## src/rtl/i2cfe_pkg.sv

```systemverilog
package i2cfe_pkg;

    typedef enum logic [2:0] {
        ST_IDLE,
        ST_ADDR,
        ST_ADDR_ACK,
        ST_DATA,
        ST_DATA_ACK,
        ST_IGNORE
    } fe_state_t;

    localparam int BYTE_BITS = 8;

endpackage

```

## src/rtl/i2cfe_line_filter.sv

```systemverilog
module i2cfe_line_filter #(
    parameter int SYNC_STAGES = 2,
    parameter int FILT_LEN    = 4
) (
    input  logic clk,
    input  logic rst_n,
    input  logic line_i,
    output logic line_o
);
    localparam int CW = (FILT_LEN > 1) ? $clog2(FILT_LEN) : 1;

    logic [SYNC_STAGES-1:0] sync_q;
    logic                   sync_s;
    logic [CW-1:0]          cnt;

    generate
        if (SYNC_STAGES == 1) begin : g_one
            always_ff @(posedge clk or negedge rst_n) begin
                if (!rst_n) sync_q <= '1;
                else        sync_q <= line_i;
            end
        end else begin : g_chain
            always_ff @(posedge clk or negedge rst_n) begin
                if (!rst_n) sync_q <= '1;
                else        sync_q <= {sync_q[SYNC_STAGES-2:0], line_i};
            end
        end
    endgenerate

    assign sync_s = sync_q[SYNC_STAGES-1];

    // output follows the synchronised line only after it has differed
    // for FILT_LEN consecutive clocks
    always_ff @(posedge clk or negedge rst_n) begin
        if (!rst_n) begin
            line_o <= 1'b1;
            cnt    <= '0;
        end else if (sync_s == line_o) begin
            cnt <= '0;
        end else if (cnt == CW'(FILT_LEN - 1)) begin
            line_o <= sync_s;
            cnt    <= '0;
        end else begin
            cnt <= cnt + CW'(1);
        end
    end

endmodule

```

## src/rtl/i2cfe_cond_detect.sv

```systemverilog
module i2cfe_cond_detect (
    input  logic clk,
    input  logic rst_n,
    input  logic scl_f,
    input  logic sda_f,
    output logic scl_rise,
    output logic scl_fall,
    output logic start_det,
    output logic stop_det
);
    logic scl_d;
    logic sda_d;

    always_ff @(posedge clk or negedge rst_n) begin
        if (!rst_n) begin
            scl_d <= 1'b1;
            sda_d <= 1'b1;
        end else begin
            scl_d <= scl_f;
            sda_d <= sda_f;
        end
    end

    always_comb begin
        scl_rise  = scl_f & ~scl_d;
        scl_fall  = ~scl_f & scl_d;
        start_det = scl_f & scl_d & sda_d & ~sda_f;
        stop_det  = scl_f & scl_d & ~sda_d & sda_f;
    end

endmodule

```

## src/rtl/i2cfe_fsm.sv

```systemverilog
module i2cfe_fsm
    import i2cfe_pkg::*;
#(
    parameter logic [4:0] ADDR_PREFIX = 5'b10011,
    parameter logic [7:0] BCAST_ADDR  = 8'h90,
    parameter logic [4:0] HS_PREFIX   = 5'b00001
) (
    input  logic       clk,
    input  logic       rst_n,
    input  logic [1:0] strap_q,
    input  logic       sda_f,
    input  logic       scl_rise,
    input  logic       scl_fall,
    input  logic       start_det,
    input  logic       stop_det,
    output logic       sda_oe,
    output logic       rx_valid,
    output logic [7:0] rx_data,
    output logic       ack_fall,
    output logic       hs_mode,
    output logic       bcast_sel
);
    localparam int CNT_W = $clog2(BYTE_BITS + 1);

    fe_state_t        state, next_state;
    logic [7:0]       shreg;
    logic [CNT_W-1:0] bitcnt;
    logic             byte_full;
    logic             own_hit;
    logic             bc_hit;
    logic             hs_hit;
    logic             addr_ok;

    assign byte_full = (bitcnt == CNT_W'(BYTE_BITS));
    assign own_hit   = (shreg == {ADDR_PREFIX, strap_q, 1'b0});
    assign bc_hit    = (shreg == BCAST_ADDR);
    assign hs_hit    = (shreg[7:3] == HS_PREFIX);
    assign addr_ok   = own_hit | bc_hit;

    // state register
    always_ff @(posedge clk or negedge rst_n) begin
        if (!rst_n) state <= ST_IDLE;
        else        state <= next_state;
    end

    // next-state decision
    always_comb begin
        next_state = state;
        if (stop_det) begin
            next_state = ST_IDLE;
        end else if (start_det) begin
            next_state = ST_ADDR;
        end else begin
            unique case (state)
                ST_IDLE:     next_state = ST_IDLE;
                ST_ADDR:     if (scl_fall && byte_full)
                                 next_state = addr_ok ? ST_ADDR_ACK : ST_IGNORE;
                ST_ADDR_ACK: if (scl_fall) next_state = ST_DATA;
                ST_DATA:     if (scl_fall && byte_full) next_state = ST_DATA_ACK;
                ST_DATA_ACK: if (scl_fall) next_state = ST_DATA;
                ST_IGNORE:   next_state = ST_IGNORE;
                default:     next_state = ST_IDLE;
            endcase
        end
    end

    // outputs decoded from state
    always_comb begin
        unique case (state)
            ST_ADDR_ACK, ST_DATA_ACK: sda_oe = 1'b1;
            default:                  sda_oe = 1'b0;
        endcase
    end

    // shifter, counters and flags
    always_ff @(posedge clk or negedge rst_n) begin
        if (!rst_n) begin
            shreg     <= '0;
            bitcnt    <= '0;
            hs_mode   <= 1'b0;
            bcast_sel <= 1'b0;
            rx_valid  <= 1'b0;
            rx_data   <= '0;
            ack_fall  <= 1'b0;
        end else begin
            rx_valid <= 1'b0;
            ack_fall <= 1'b0;
            if (stop_det) begin
                bitcnt    <= '0;
                hs_mode   <= 1'b0;
                bcast_sel <= 1'b0;
            end else if (start_det) begin
                bitcnt    <= '0;
                bcast_sel <= 1'b0;
            end else begin
                if ((state == ST_ADDR || state == ST_DATA) && scl_rise && !byte_full) begin
                    shreg  <= {shreg[6:0], sda_f};
                    bitcnt <= bitcnt + CNT_W'(1);
                end
                if (state == ST_ADDR && scl_fall && byte_full) begin
                    bitcnt <= '0;
                    if (hs_hit) hs_mode <= 1'b1;
                    bcast_sel <= bc_hit;
                end
                if (state == ST_DATA && scl_fall && byte_full) begin
                    bitcnt   <= '0;
                    rx_valid <= 1'b1;
                    rx_data  <= shreg;
                end
                if ((state == ST_ADDR_ACK || state == ST_DATA_ACK) && scl_fall)
                    ack_fall <= 1'b1;
            end
        end
    end


    stop_clears_hs_chk: assert property (@(posedge clk) disable iff (!rst_n)
        stop_det |=> !hs_mode);


    hs_no_ack_chk: assert property (@(posedge clk) disable iff (!rst_n)
        $rose(hs_mode) |-> !sda_oe);


    data_ack_chk: assert property (@(posedge clk) disable iff (!rst_n)
        rx_valid |-> sda_oe);


    ack_release_chk: assert property (@(posedge clk) disable iff (!rst_n)
        ack_fall |-> !sda_oe);


    ack_on_fall_chk: assert property (@(posedge clk) disable iff (!rst_n)
        $rose(sda_oe) |-> $past(scl_fall));

endmodule

```

## src/rtl/i2c_hs_slave_fe.sv

```systemverilog
module i2c_hs_slave_fe #(
    parameter int         SYNC_STAGES = 2,
    parameter int         FILT_LEN    = 4,
    parameter logic [4:0] ADDR_PREFIX = 5'b10011,
    parameter logic [7:0] BCAST_ADDR  = 8'h90
) (
    input  logic       clk,
    input  logic       rst_n,
    input  logic [1:0] strap_a,
    input  logic       scl_i,
    input  logic       sda_i,
    output logic       sda_oe,
    output logic       rx_valid,
    output logic [7:0] rx_data,
    output logic       start_stb,
    output logic       stop_stb,
    output logic       ack_fall,
    output logic       hs_mode,
    output logic       bcast_sel
);
    logic [1:0] strap_q;
    logic       strap_done;
    logic       scl_f, sda_f;
    logic       scl_rise, scl_fall;

    // straps captured once, on the first clock after reset
    always_ff @(posedge clk or negedge rst_n) begin
        if (!rst_n) begin
            strap_q    <= '0;
            strap_done <= 1'b0;
        end else if (!strap_done) begin
            strap_q    <= strap_a;
            strap_done <= 1'b1;
        end
    end


    strap_hold_chk: assert property (@(posedge clk) disable iff (!rst_n)
        (strap_done && $past(strap_done)) |-> $stable(strap_q));

    i2cfe_line_filter #(.SYNC_STAGES(SYNC_STAGES), .FILT_LEN(FILT_LEN)) u_scl_filt (
        .clk(clk), .rst_n(rst_n), .line_i(scl_i), .line_o(scl_f)
    );

    i2cfe_line_filter #(.SYNC_STAGES(SYNC_STAGES), .FILT_LEN(FILT_LEN)) u_sda_filt (
        .clk(clk), .rst_n(rst_n), .line_i(sda_i), .line_o(sda_f)
    );

    i2cfe_cond_detect u_cond (
        .clk       (clk),
        .rst_n     (rst_n),
        .scl_f     (scl_f),
        .sda_f     (sda_f),
        .scl_rise  (scl_rise),
        .scl_fall  (scl_fall),
        .start_det (start_stb),
        .stop_det  (stop_stb)
    );

    i2cfe_fsm #(.ADDR_PREFIX(ADDR_PREFIX), .BCAST_ADDR(BCAST_ADDR)) u_fsm (
        .clk       (clk),
        .rst_n     (rst_n),
        .strap_q   (strap_q),
        .sda_f     (sda_f),
        .scl_rise  (scl_rise),
        .scl_fall  (scl_fall),
        .start_det (start_stb),
        .stop_det  (stop_stb),
        .sda_oe    (sda_oe),
        .rx_valid  (rx_valid),
        .rx_data   (rx_data),
        .ack_fall  (ack_fall),
        .hs_mode   (hs_mode),
        .bcast_sel (bcast_sel)
    );

endmodule

```

## config.mk

```make
export PLATFORM = sky130hd
export DESIGN_NAME = i2c_hs_slave_fe
export DESIGN_NICKNAME = d
export VERILOG_FILES = /design/src/rtl/i2cfe_pkg.sv /design/src/rtl/i2cfe_line_filter.sv /design/src/rtl/i2cfe_cond_detect.sv /design/src/rtl/i2cfe_fsm.sv /design/src/rtl/i2c_hs_slave_fe.sv
export SDC_FILE = /design/constraint.sdc
export NUM_CORES = 1
export LEC_CHECK = 0
export ABC_AREA = 1
export BUFFER_PORTS_ARGS = -buffer_cell sky130_fd_sc_hd__buf_2
export CAP_MARGIN = 0
export CORE_UTILIZATION = 57
export DETAILED_ROUTE_END_ITERATION = 8
export PLACE_DENSITY = 0.88
export REMOVE_ABC_BUFFERS = 1
export SLEW_MARGIN = 10
export SYNTH_ARGS = -nofsm -noshare
export SYNTH_HDL_FRONTEND = slang
export SYNTH_HIERARCHICAL = 1
export SYNTH_SLANG_ARGS = --single-unit
export TNS_END_PERCENT = 100
```

## constraint.sdc

```tcl
create_clock -name clk -period 1.9 [get_ports clk]
set_input_delay 0.19 -clock clk [delete_from_list [all_inputs] [get_ports clk]]
set_output_delay 0.19 -clock clk [all_outputs]
set_load 0.01 [all_outputs]
```

# ---- After elaboration in Yosys (flattened, before gate mapping)
# Cells that the tools add are included.
dict set report totals {
  regBits 42
  input_bits 6
  output_inout_bits 15
  wordCells 106
}
dict set report classes {
  reduce_logical 22
  eq_ne 17
  bitwise_logic 16
  add_sub_neg 3
  n_mux 30
}
# op count
set ops {}
lappend ops {{$mux 4} 5}
lappend ops {{$mux 3} 6}
lappend ops {{$mux 1} 14}
lappend ops {{$pmux 3 s4} 1}
lappend ops {{$reduce_and 3->1} 4}
lappend ops {{$eq 8x8->1} 1}
lappend ops {{$eq 8x8->1 const B} 1}
lappend ops {{$logic_and 1x1->1} 8}
lappend ops {{$mux 2} 4}
lappend ops {{$ne 4x3->1 const B} 2}
lappend ops {{$not 1->1} 8}
lappend ops {{$and 1x1->1} 7}
lappend ops {{$eq 3x2->1 const B} 2}
lappend ops {{$eq 3x3->1 const B} 2}
lappend ops {{$eq 5x1->1 const B} 1}
lappend ops {{$reduce_bool 5->1} 1}
lappend ops {{$add 2x1->2 const B} 2}
lappend ops {{$add 4x1->4 const B} 1}
lappend ops {{$eq 2x2->1 const B} 2}
lappend ops {{$eq 4x4->1 const B} 1}
lappend ops {{$ne 4x1->1 const B} 1}
lappend ops {{$reduce_and 2->1} 2}
lappend ops {{$reduce_bool 2->1} 2}
lappend ops {{$eq 3x1->1 const B} 1}
lappend ops {{7 further kinds} 9}

# ---- Logic depth before layout (Yosys ltp)
dict set report depth {
  word_depth 9
  depth_mapped 10
  mapped_depth_nobuf 10
}

# ---- Cells and area by module
# Netlist, hierarchy kept.
# module seq_area_each_um2 area_per_inst_um2 cells_each instances
set modules_own_cells {}
lappend modules_own_cells {i2cfe_fsm 675.6 1407.6 173 1}
lappend modules_own_cells {i2cfe_line_filter 128.9 186.4 17 2}
lappend modules_own_cells {i2c_hs_slave_fe 75.1 105.1 11 1}
lappend modules_own_cells {i2cfe_cond_detect 52.6 93.8 13 1}

# ---- Least setup slack after synthesis
# Ideal clock, no wire load.
dict set report synth_timing {
  path_type {reg2reg}
  start {register u_scl_filt.line_o}
  end {register u_fsm.rx_data[3]}
  period_less_slack_ns 1.545
  setup_time_ns 0.074
  t_required_ns 1.826
  n_path_buf 1
  arrival_time_ns 1.471
  path_slack_ns 0.355
  path_stages_with_launch 8
  path_cell_list {dfstp_2 -> nand2_1 -> nor2_1 -> nor2_2 -> nand2_2 -> buf_6 -> nand2_1 -> o21ai_2}
}
dict set report synth_via {
  elab_chain_len 5
  word_cells_on_any_way 12
  classes_between {bitwise (9); reduce/logical (3)}
}
# item line_no
set synth_lines {}
lappend synth_lines {{from (decl)} i2cfe_line_filter.sv:8} ;# output logic line_o
lappend synth_lines {{from (signal assigned)} i2cfe_line_filter.sv:41} ;# line_o <= sync_s;
lappend synth_lines {{$and 1x1->1 (3 in series)} i2cfe_cond_detect.sv:28} ;# stop_det = scl_f & scl_d & ~sda_d & sda_f;
lappend synth_lines {{net stop_stb} i2c_hs_slave_fe.sv:16} ;# output logic stop_stb,
lappend synth_lines {{$not 1->1 (no line)} -}
lappend synth_lines {{$reduce_and 3->1 (no line)} -}
lappend synth_lines {{to (signal assigned)} i2cfe_fsm.sv:108} ;# rx_data <= shreg;
lappend synth_lines {{to (decl)} i2cfe_fsm.sv:18} ;# output logic [7:0] rx_data,
# The timed path passes the listed nets, and every way through them passes these cells.
# A chain may end at the register's enable or synchronous reset.

# ---- Worst setup path after layout
dict set report layout_timing {
  start {register u_sda_filt.line_o}
  end {register u_fsm.state[1]}
}
dict set report layout_via {
  elab_chain_len 4
  word_cells_on_any_way 9
  classes_between {eq/ne (3); mux (2); bitwise (3); reduce/logical (1)}
}
# item line_no
set layout_lines {}
lappend layout_lines {{from (decl)} i2cfe_line_filter.sv:8}
lappend layout_lines {{from (signal assigned)} i2cfe_line_filter.sv:41}
lappend layout_lines {{$not 1->1} i2cfe_cond_detect.sv:27} ;# start_det = scl_f & scl_d & sda_d & ~sda_f;
lappend layout_lines {{$and 1x1->1} i2cfe_cond_detect.sv:27}
lappend layout_lines {{$ne 4x3->1 (no line) (tied with other cells)} -}
lappend layout_lines {{$reduce_and 3->1 (no line) / $mux 3 (equally long branches)} -}
lappend layout_lines {{to (signal assigned)} i2cfe_fsm.sv:43} ;# else state <= next_state;
lappend layout_lines {{to (decl)} i2cfe_fsm.sv:25} ;# fe_state_t state, next_state;
# Parallel ways exist; a longest one is shown, timed or not.

==> results.sh <==
export IMPL_worstReg2RegStart="u_sda_filt/line_o"
export IMPL_netSwitchingPower_mw=1.13
export IMPL_grt_ovfl_total=0
export IMPL_irDropWorstVdd_uv=771
export IMPL_wl_um=3370
export IMPL_grt_pass1_vias=1331
export IMPL_clock_root_buffer="clkbuf_4"
export IMPL_end_kind="flop"
export IMPL_timing_rr_end="u_fsm/state[1]"
export IMPL_worst_setup_path_start_kind="flop"
export IMPL_cts_buffers_inserted=5
export IMPL_p_per_area_mw_per_mm2=1300
export IMPL_arrival_ns=1.97
export IMPL_p_int_mw=1.81
export IMPL_synth_edf_count=0
export IMPL_worst_pin_slew_ns=0.514
export IMPL_cp_slowest_stage_delay_ns=0.59
export IMPL_fin_setup_tns_ns=0
export IMPL_ys_flop_type="dfrtp_1"
export IMPL_n_antenna_cell=0
export IMPL_netlist_top_cells_area="dfrtp_1, nand2_1, dfstp_2"
export IMPL_swShare_pct=38.4
export IMPL_postRouteAntennaNets=0
export IMPL_yosys_area_top_type="dfrtp_1"
export IMPL_crit_top_cell="nand2_1"
export IMPL_power_frac_seq_pct=44.9
export IMPL_ioPinCount=21
export IMPL_clk_latency_ns=0.34
export IMPL_htreeDepth=2
export IMPL_yosysUniqueCellTypes=25
export IMPL_startpoint="u_sda_filt/line_o"
export IMPL_place_congestion=0.849
export IMPL_synth_most_common_cell="nand2_1"
export IMPL_grt_use_total_pct=21.0
export IMPL_synthDominantCellAreaShare_pct=43.0
export IMPL_syn_inst=231
export IMPL_whs_ns=0.0400
export IMPL_start_util_pct=59.3
export IMPL_cts_tree="done"
export IMPL_comb_power_share_pct=35.1
export IMPL_drt_iter0_markers=63
export IMPL_die_w_um=60.9
export IMPL_clock_sinks=42
export IMPL_viasPerCell=4.86
export IMPL_grt_pass1_wl_um=5570
export IMPL_p_leak_nw=1.21
export IMPL_finClkSkew_ns=0.00727
export IMPL_place_ws_ns=0.177
export IMPL_crit_path_cell_trace="inv_1 > nand2_1 > nor2_1 > nor2_2 > nand2_1 > a21oi_2 > nor2_1 > nand2_1 > nand2_1"
export IMPL_finalHoldViolations=0
export IMPL_rows=21
export IMPL_period_minus_slack_ns=1.73
export IMPL_grt_max_degree=23
export IMPL_p_clk_share_pct=20.0
export IMPL_fin_crit_sh_pct=90.9
export IMPL_yosys_warnings=6
export IMPL_reg2reg_depth=9
export IMPL_maxSlewHeadroom_pct=65.8
export IMPL_routed_via_count=1498
export IMPL_rrSetupSlack_ns=0.17
export IMPL_max_cap_violations=0
export IMPL_drive_gt1_share_pct=24.0
export IMPL_cpMaxStageDelayCell="dfstp_2"
export IMPL_synth_commonest_cells="nand2_1, inv_1, dfrtp_1"
export IMPL_timing_fmax_mhz=579
export IMPL_core_area_mm2=0.00334
export IMPL_drv_slew=0
export IMPL_yosysSeqAreaShare_pct=53.6
export IMPL_endpoint="u_fsm/state[1]"
export IMPL_ys_seq_elements=42
export IMPL_syn_area_per_cell_um2=8.57
export IMPL_netlist_area_mm2=0.00198
export IMPL_die_area_mm2=0.00371
export IMPL_wl_per_cell_um=10.9
export IMPL_die_y_um=60.9
export IMPL_syn2layout_area_growth_pct=14.3
export IMPL_status="finished clean"
export IMPL_antenna_found_initial=0
export IMPL_drc=0
export IMPL_placed_area_mm2=0.00214
export IMPL_io_buffers=20
export IMPL_fin_nets=271
export IMPL_cp_max_fo=7
export IMPL_hold_path_class="in -> reg"
export IMPL_clk_pin_slew_ns=0.11
export IMPL_dr_pass1_iters=4
export IMPL_cp_required_ns=2.15
export IMPL_worstSetupPathType="reg -> reg"
export IMPL_setup_viol=0
export IMPL_hpwl_um=2480
export IMPL_setup_slack_ns=0.173
export IMPL_clock_tree_buffer_depth=2
export IMPL_fin_area_mm2=0.00226
export IMPL_finalPower_mw=2.95
export IMPL_synthArstFlopShare_pct=100
## stage by stage
step / cells / util (%)
CTS: 308 / 67.6
global placement: 297 / 64.2
global route: 308 / 67.8
finish: 308 / 67.8
detailed placement: 297 / 64.2
floorplan: 229 / -
## what timing repair did
item | 4_1_cts | 5_1_grt
gates resized for setup | 0 | 1
hold buffers | 3 | 0
endpoints found under the setup margin | 0 | 1
endpoints found under the hold margin | 23 | 0
setup buffers | 0 | 0
## power by group through the flow
stage	Combinational [mW]	Sequential (mW)	Clock (mW)
final	1.03	1.32	0.590
after floorplan	0.812	1.30	0
after detailed placement	1.02	1.34	0
after CTS	1.04	1.32	0.608
after global placement	0.976	1.33	0
after global routing	1.21	1.36	0.640
## metal layers
layer	GRT usage, %	routed length (um)	vias up
li1	-	-	761
met1	26.2	1540	698
met2	35.3	1620	32
met3	4.48	137	7
met4	9.09	65	0
met5	0	0	-
## registers in the layout (all words and copies together) (netlist names), 2 cells and up
name	cells
strap_q	2
u_fsm/bitcnt	4
u_fsm/rx_data	8
u_fsm/shreg	8
u_fsm/state	3
u_scl_filt/cnt	2
u_scl_filt/sync_q	2
u_sda_filt/cnt	2
u_sda_filt/sync_q	2
## how the worst min path moves through the flow
stage | from | endpoint | cells past startpoint
4_1_cts | strap_a[1] | strap_q[1] | 3
6_report | strap_a[1] | strap_q[1] | 3
2_1_floorplan | rst_n | strap_done | 0
3_3_place_gp | rst_n | u_fsm/bitcnt[3] | 1
3_5_place_dp | rst_n | u_fsm/bitcnt[3] | 1
5_1_grt | strap_a[1] | strap_q[1] | 3
## cell type report
cell class,count,area (um2)
clock buffer,7,55.1
clock inverter,1,30.0
fill,271,1070
inverter,41,154
multi-input combinational,146,747
sequential,42,1060
tap,46,57.6
timing repair buffer,25,158
## worst max-delay path: cells and delay by family (launching register included)
family	cells	cell delay (ns)
flops	1	0.59
compound gates	1	0.21
simple gates	7	0.79
buf+inv	1	0.05
## kinds of logic after synthesis
logic type / synth area share, %
buffers and inverters: 8.91
AO/OA/AOI/OAI: 9.99
other: 0.189
adder cells (fa/ha/maj): 2.53
flip-flops: 53.6
AND/OR/NAND/NOR: 24.8
## cells in the final DEF, fill, tap and decap left out, drive strengths merged, types with 4 or more instances in the layout
cell type  instances
dfstp              8
dfrtp             34
nor2              32
nand2             72
o21ai             20
buf               22
ha                 4
inv               41
clkbuf             7
Power figures use the tool's default switching activity.
